**src/rtl/ext_sel_pkg.sv**
```systemverilog
package ext_sel_pkg;
  localparam int CMD_W = 3;

  localparam logic [CMD_W-1:0] CMD_PROTECT = 3'b000;
  localparam logic [CMD_W-1:0] CMD_READ    = 3'b001;
  localparam logic [CMD_W-1:0] CMD_WRITE   = 3'b010;
  localparam logic [CMD_W-1:0] CMD_ASSIGN  = 3'b100;
  localparam logic [CMD_W-1:0] CMD_CLEAR   = 3'b110;

  // commands applied at the first rising edge after the ID acknowledge
  function automatic logic is_edge_cmd(logic [CMD_W-1:0] c);
    return (c == CMD_PROTECT) || (c == CMD_READ) || (c == CMD_WRITE) || (c == CMD_ASSIGN);
  endfunction
endpackage

```
**src/rtl/ext_sel_capture.sv**
```systemverilog
module ext_sel_capture #(
  parameter int BIT_W  = 4,
  parameter int BYTE_W = 3,
  parameter int OE_POS = 4
) (
  input  logic              clk_i,
  input  logic              rst_ni,
  input  logic              start_i,
  input  logic              stop_i,
  input  logic              scl_rise_i,
  input  logic [BIT_W-1:0]  bit_idx_i,
  input  logic [BYTE_W-1:0] byte_idx_i,
  input  logic              sda_i,
  input  logic              ctrl_ok_i,
  output logic              armed_o,
  output logic              oe_o
);
  logic at_oe;
  assign at_oe = scl_rise_i && (byte_idx_i == '0) && (bit_idx_i == BIT_W'(OE_POS));

  always_ff @(posedge clk_i or negedge rst_ni) begin
    if (!rst_ni) begin
      armed_o <= 1'b0;
      oe_o    <= 1'b0;
    end else if (start_i || stop_i) begin
      armed_o <= 1'b0;
    end else if (at_oe) begin
      oe_o    <= sda_i;
      armed_o <= ctrl_ok_i;
    end
  end
endmodule

```
**src/rtl/ext_sel_sched.sv**
```systemverilog
module ext_sel_sched
  import ext_sel_pkg::*;
#(
  parameter int BIT_W    = 4,
  parameter int BYTE_W   = 3,
  parameter int UPD_BYTE = 2
) (
  input  logic              clk_i,
  input  logic              rst_ni,
  input  logic              start_i,
  input  logic              stop_i,
  input  logic              scl_rise_i,
  input  logic [BIT_W-1:0]  bit_idx_i,
  input  logic [BYTE_W-1:0] byte_idx_i,
  input  logic [CMD_W-1:0]  cmd_i,
  input  logic              id_match_i,
  input  logic              unassigned_i,
  input  logic              armed_i,
  output logic              apply_o
);
  logic at_upd, edge_ok, clr_pend_q;

  assign at_upd  = armed_i && scl_rise_i &&
                   (byte_idx_i == BYTE_W'(UPD_BYTE)) && (bit_idx_i == '0);
  assign edge_ok = is_edge_cmd(cmd_i) &&
                   ((cmd_i == CMD_ASSIGN) ? unassigned_i : id_match_i);

  always_ff @(posedge clk_i or negedge rst_ni) begin
    if (!rst_ni)                          clr_pend_q <= 1'b0;
    else if (start_i || stop_i)           clr_pend_q <= 1'b0;
    else if (at_upd && cmd_i == CMD_CLEAR) clr_pend_q <= 1'b1;
  end

  assign apply_o = (at_upd && edge_ok) || (stop_i && clr_pend_q && armed_i);
endmodule

```
**src/rtl/ext_sel_latch.sv**
```systemverilog
module ext_sel_latch (
  input  logic clk_i,
  input  logic rst_ni,
  input  logic apply_i,
  input  logic val_i,
  output logic pd_en_o
);
  always_ff @(posedge clk_i or negedge rst_ni) begin
    if (!rst_ni)      pd_en_o <= 1'b0;
    else if (apply_i) pd_en_o <= val_i;
  end
endmodule

```
**src/rtl/ext_select_drv.sv**
```systemverilog
module ext_select_drv
  import ext_sel_pkg::*;
#(
  parameter int BIT_W   = 4,
  parameter int BYTE_W  = 3,
  parameter int OE_POS  = 4,
  parameter int ID_BYTE = 1
) (
  input  logic              clk_i,
  input  logic              rst_ni,
  input  logic              start_i,
  input  logic              stop_i,
  input  logic              scl_rise_i,
  input  logic [BIT_W-1:0]  bit_idx_i,
  input  logic [BYTE_W-1:0] byte_idx_i,
  input  logic              sda_i,
  input  logic              ctrl_ok_i,
  input  logic [2:0]        cmd_i,
  input  logic              id_match_i,
  input  logic              unassigned_i,
  output logic              pd_en_o
);
  localparam int UPD_BYTE = ID_BYTE + 1;

  logic armed, oe, apply;

  ext_sel_capture #(.BIT_W(BIT_W), .BYTE_W(BYTE_W), .OE_POS(OE_POS)) u_cap (
    .clk_i, .rst_ni, .start_i, .stop_i, .scl_rise_i, .bit_idx_i, .byte_idx_i,
    .sda_i, .ctrl_ok_i, .armed_o(armed), .oe_o(oe)
  );

  ext_sel_sched #(.BIT_W(BIT_W), .BYTE_W(BYTE_W), .UPD_BYTE(UPD_BYTE)) u_sched (
    .clk_i, .rst_ni, .start_i, .stop_i, .scl_rise_i, .bit_idx_i, .byte_idx_i,
    .cmd_i, .id_match_i, .unassigned_i, .armed_i(armed), .apply_o(apply)
  );

  ext_sel_latch u_latch (
    .clk_i, .rst_ni, .apply_i(apply), .val_i(oe), .pd_en_o
  );
endmodule

```
**config.mk**
```make
export PLATFORM = sky130hd
export DESIGN_NAME = ext_select_drv
export DESIGN_NICKNAME = d
export VERILOG_FILES = /design/src/rtl/ext_sel_pkg.sv /design/src/rtl/ext_sel_capture.sv /design/src/rtl/ext_sel_sched.sv /design/src/rtl/ext_sel_latch.sv /design/src/rtl/ext_select_drv.sv
export SDC_FILE = /design/constraint.sdc
export NUM_CORES = 1
export LEC_CHECK = 0
export BUFFER_PORTS_ARGS = -buffer_cell sky130_fd_sc_hd__buf_4
export CAP_MARGIN = 20
export CORE_AREA = 2 2 39 41
export DETAILED_ROUTE_END_ITERATION = 7
export DIE_AREA = 0 0 41 43
export GPL_TIMING_DRIVEN = 0
export PLACE_DENSITY_LB_ADDON = 0.12
export SLEW_MARGIN = 20
export SYNTH_ARGS = -nofsm -noshare
export SYNTH_HDL_FRONTEND = slang
export SYNTH_HIERARCHICAL = 1
export SYNTH_SLANG_ARGS = --single-unit
```
**constraint.sdc**
```tcl
create_clock -name clk_i -period 1.8 [get_ports clk_i]
set_input_delay 0.36 -clock clk_i [delete_from_list [all_inputs] [get_ports clk_i]]
set_output_delay 0.36 -clock clk_i [all_outputs]
set_load 0.1 [all_outputs]
```
# After elaboration in Yosys (flattened, before gate mapping)
# Cells that the tools add are included.
dict set report word_totals {
  input_bits 19
  reg_bits 4
  wordCells 37
  output_inout_bits 1
}
dict set report op_classes {
  eq_ne 6
  n_reduce_logical 21
  bitwise 1
  muxes 5
}
# op n
set ops {}
lappend ops {{1-bit logical AND} 10}
lappend ops {{3-bit by 2-bit == test with 1-bit output (second input constant)} 2}
lappend ops {{3-bit == test (second input constant)} 2}
lappend ops {{3-bit zero test} 2}
lappend ops {{1-bit logical OR} 5}
lappend ops {{1-bit two-way mux} 5}
lappend ops {{4-bit by 3-bit == test with 1-bit output (second input constant)} 1}
lappend ops {{4-bit zero test} 1}
lappend ops {{2-bit nonzero test} 2}
lappend ops {{3-bit by 1-bit == test with 1-bit output (second input constant)} 1}
lappend ops {{2-bit AND reduction} 1}
lappend ops {{1-bit NOT} 1}

# Depth between registers and ports, before layout
dict set report logic_depth {
  ltp_word 7
  depth_mapped 4
}

# Hierarchy
# Netlist, hierarchy kept.
# mod area_per_inst_um2 cells_each seq_area_each_um2 instances
set modules_own_cells {}
lappend modules_own_cells {ext_sel_capture 147.6 10 50.0 1}
lappend modules_own_cells {ext_sel_sched 137.6 15 25.0 1}
lappend modules_own_cells {ext_sel_latch 40.0 2 25.0 1}

# Worst setup path after synthesis
# Ideal clock, no wire load.
dict set report synth_path {
  path_type {input to register}
  startpoint {input port bit_idx_i[1]}
  endpoint {register u_latch.pd_en_o}
  n_path_buf 0
  path_slack_ns 0.460
  cell_stages 4
  t_arrival_ns 1.214
  t_required_ns 1.674
  setup_ns 0.126
  cell_sequence {nor4_4 -> nand3_1 -> o21ai_0 -> mux2_4}
}
dict set report synth_between {
  elab_chain_len 4
}
# item line
set synth_lines {}
lappend synth_lines {{from (decl)} ext_select_drv.sv:14} ;# input logic [BIT_W-1:0] bit_idx_i,
lappend synth_lines {{4-bit zero test} ext_sel_sched.sv:24} ;# (byte_idx_i == BYTE_W'(UPD_BYTE)) && (bit_idx_i == '0);
lappend synth_lines {{1-bit logical AND} ext_sel_sched.sv:24}
lappend synth_lines {{1-bit logical AND} ext_sel_sched.sv:34} ;# assign apply_o = (at_upd && edge_ok) || (stop_i && clr_pend_q && armed_i);
lappend synth_lines {{1-bit logical OR} ext_sel_sched.sv:34}
lappend synth_lines {{named net apply} ext_select_drv.sv:25} ;# logic armed, oe, apply;
lappend synth_lines {{to (signal assigned)} ext_sel_latch.sv:10} ;# else if (apply_i) pd_en_o <= val_i;
lappend synth_lines {{to (decl)} ext_sel_latch.sv:6} ;# output logic pd_en_o
# The timed path passes the listed nets, and every way through them passes these cells.
# A chain may end at the register's enable or synchronous reset.

# Final worst setup path
# Ends and elaborated chain as after synthesis.

==> results.py <==
metrics = {
    "worst_setup_path": {
        "critPathKind": "input port to register",
        "crit_required_ns": 1.91,
        "critPathSlowestCell": "mux2_4",
        "reg2reg_slack_ns": 0.49,
        "rr_worst_depth": 4,
        "startpoint_type": "input port",
        "cp.arrival_ns": 1.43,
        "end_kind": "register",
        "crit_path_cell_trace": "buf_4 > nor4_4 > nand3_1 > o21ai_0 > mux2_4",
        "crit_path_max_incr_delay_ns": 0.32,
        "path_max_fanout": 2,
    },
    "route": {
        "wirelength_um": 750,
        "drc": 0,
        "via_count": 311,
        "routedWlPerCell_um": 11.4,
        "post_drt_via_cell_ratio": 4.71,
        "antenna_left": 0,
        "first_iter_violations": 8,
        "dr.pass1.iters": 3,
    },
    "synth": {
        "synth_seq_cells": 4,
        "synth_seq_area_share": 0.308,
        "yosysWarnings": 6,
        "synthCells": 27,
        "synth_cell_types": 19,
        "synth_ff_type": "dfrtp_1",
        "async_reset_ff_frac": 1.00,
        "synth-edff-count": 0,
        "syn-mean-instance-area_um2": 12.0,
        "synth_area_um2": 325,
        "syn_nets": 46,
    },
    "floorplanning": {
        "num_rows": 14,
        "dieHeight_um": 43,
        "ios": 20,
        "start_util": 0.235,
        "core_area_mm2": 0.00138,
        "die_x_um": 41,
        "die_area_mm2": 0.00176,
    },
    "placement": {
        "postPlaceCellArea_um2": 488,
        "gp_congestion": 0.572,
        "port_buffers": 19,
        "dp_worst_setup_slack_ns": 0.222,
        "place_inst": 62,
        "dp_hpwl_um": 669,
    },
    "final_layout": {
        "multiInputGateArea_um2": 221,
        "nNetsFinal": 71,
        "syn2layout_area_growth_pct": 60.0,
        "fin_cells": 66,
        "seq_area_um2": 100,
        "n_antenna_cell": 0,
        "drive_gt1_frac": 0.580,
        "final_common_cell": "buf_4",
        "fillers": 145,
        "design_area_um2": 520,
        "layout_common_cells": "buf_4, dfrtp_1, clkbuf_4",
    },
    "clocking": {
        "cts_tree": "done",
        "clock_latency_ns": 0.24,
        "root_buffer": "clkbuf_4",
        "postCtsSetupBuffers": 0,
        "path_clk_slew_ns": 0.03,
        "hold_buffers": 1,
        "ctsResizeCount": 0,
        "h-tree-depth": 1,
        "cts_sinks": 4,
        "cts_buffers": 3,
        "clock_path_buffers": 2,
    },
    "timing": {
        "period_minus_slack_ns": 1.32,
        "max_clock_freq_mhz": 759,
        "slew_headroom": 0.816,
        "finalHoldViolCount": 0,
        "rsz0062_at_grt": "no",
        "setup_slack_ns": 0.483,
        "slew_violations": 0,
        "setup_tns_ns": 0,
        "finalSetupViolCount": 0,
        "period_share": 0.731,
        "worst_pin_slew_ns": 0.279,
        "clock_skew_ns": 0.00399,
    },
    "global_route": {
        "grt-ovfl-total": 0,
        "antenna_found_initial": 0,
        "grt_max_degree": 5,
        "first_global_vias": 326,
        "grt_pass1_wl_um": 1250,
        "grt_usage": 0.109,
    },
    "pwr": {
        "internal_power_w": 0.000202,
        "p_sw_w": 0.0000597,
        "peakVddDrop_mv": 0.281,
        "p_leak_nw": 0.239,
        "seqPwrFrac": 0.349,
        "clockPowerShare": 0.425,
        "p_per_area_mw_per_mm2": 504,
        "p_sw_frac": 0.228,
        "combPwrFrac": 0.227,
    },
    "run": {
        "max_cap_violations": 0,
    },
    "status": {
        "outcome": "finished clean",
    },
    "worst_hold_path": {
        "hp-class": "input port to register",
        "holdPathStages": 2,
    },
}
power by group through the flow:
stage	registers, W	clock network [W]	logic [W]
4_1_cts	0.0000914	0.000117	0.0000605
6_report	0.0000914	0.000111	0.0000594
3_5_place_dp	0.0000925	0	0.0000586
5_1_grt	0.0000914	0.000127	0.0000645
2_1_floorplan	0.0000924	0	0.0000137
3_3_place_gp	0.0000925	0	0.0000558
area by class of cell:
type	count	area share
clock buffers	3	0.0433
inverters	1	0.00721
multi-input cells	22	0.425
flip-flops and latches	4	0.192
well taps	16	0.0385
repair buffers	20	0.293
cell usage after synthesis (2+ instances only):
| cell type | number | area [um2] |
|---|---|---|
| nor3b_1 | 2 | 15.0 |
| nand3_1 | 2 | 10.0 |
| mux2_4 | 2 | 30.0 |
| and3b_1 | 2 | 17.5 |
| nor4b_4 | 2 | 47.6 |
| dfrtp_1 | 4 | 100 |
per-layer routing:
metal / global-route usage / vias up / part of all wire
met5: 0 / - / 0
met4: 0.0200 / 0 / 0
met3: 0.0785 / 0 / 0.11
met2: 0.159 / 16 / 0.53
met1: 0.127 / 141 / 0.37
li1: - / 154 / -
critical path, delay by kind of cell:
kind	cells	cell delay [ns]
AO/OA/AOI/OAI	1	0.23
buffers and inverters	1	0.13
multiplexers	1	0.32
AND/OR/NAND/NOR	2	0.38
state kept, by name, indices dropped and copies added, names as in the netlist:
register / cells
u_sched/clr_pend_q: 1
u_cap/armed_o: 1
u_cap/oe_o: 1
u_latch/pd_en_o: 1
kinds of logic after synthesis:
group	count (synthesis)	synth area share
and+or+nand+nor	16	0.488
AOI/OAI and AO/OA	4	0.100
DFF	4	0.308
muxes	2	0.0923
buffers and inverters	1	0.0115
stage by stage:
step / util / total power, W / hold slack, ns
finish: 0.376 / 0.000262 / 0.290
global route: 0.376 / 0.000282 / 0.281
CTS: 0.376 / 0.000269 / 0.282
detailed placement: 0.353 / 0.000151 / 0.158
global placement: 0.353 / 0.000148 / 0.158
floorplan: - / 0.000106 / 0.0644
worst paths after layout:
kind                                             endpoint                   startpoint
max                           u_latch/pd_en_o$_DFFE_PN0P_                 bit_idx_i[1]
min reg2reg                   u_latch/pd_en_o$_DFFE_PN0P_  u_latch/pd_en_o$_DFFE_PN0P_
min in group asynchronous          u_cap/oe_o$_DFFE_PN0P_                       rst_ni
max in group asynchronous  u_sched/clr_pend_q$_DFFE_PN0P_                       rst_ni
max reg2reg                   u_latch/pd_en_o$_DFFE_PN0P_    u_cap/armed_o$_DFFE_PN0P_
min                        u_sched/clr_pend_q$_DFFE_PN0P_                      start_i
(Power assumes the default switching activity.)
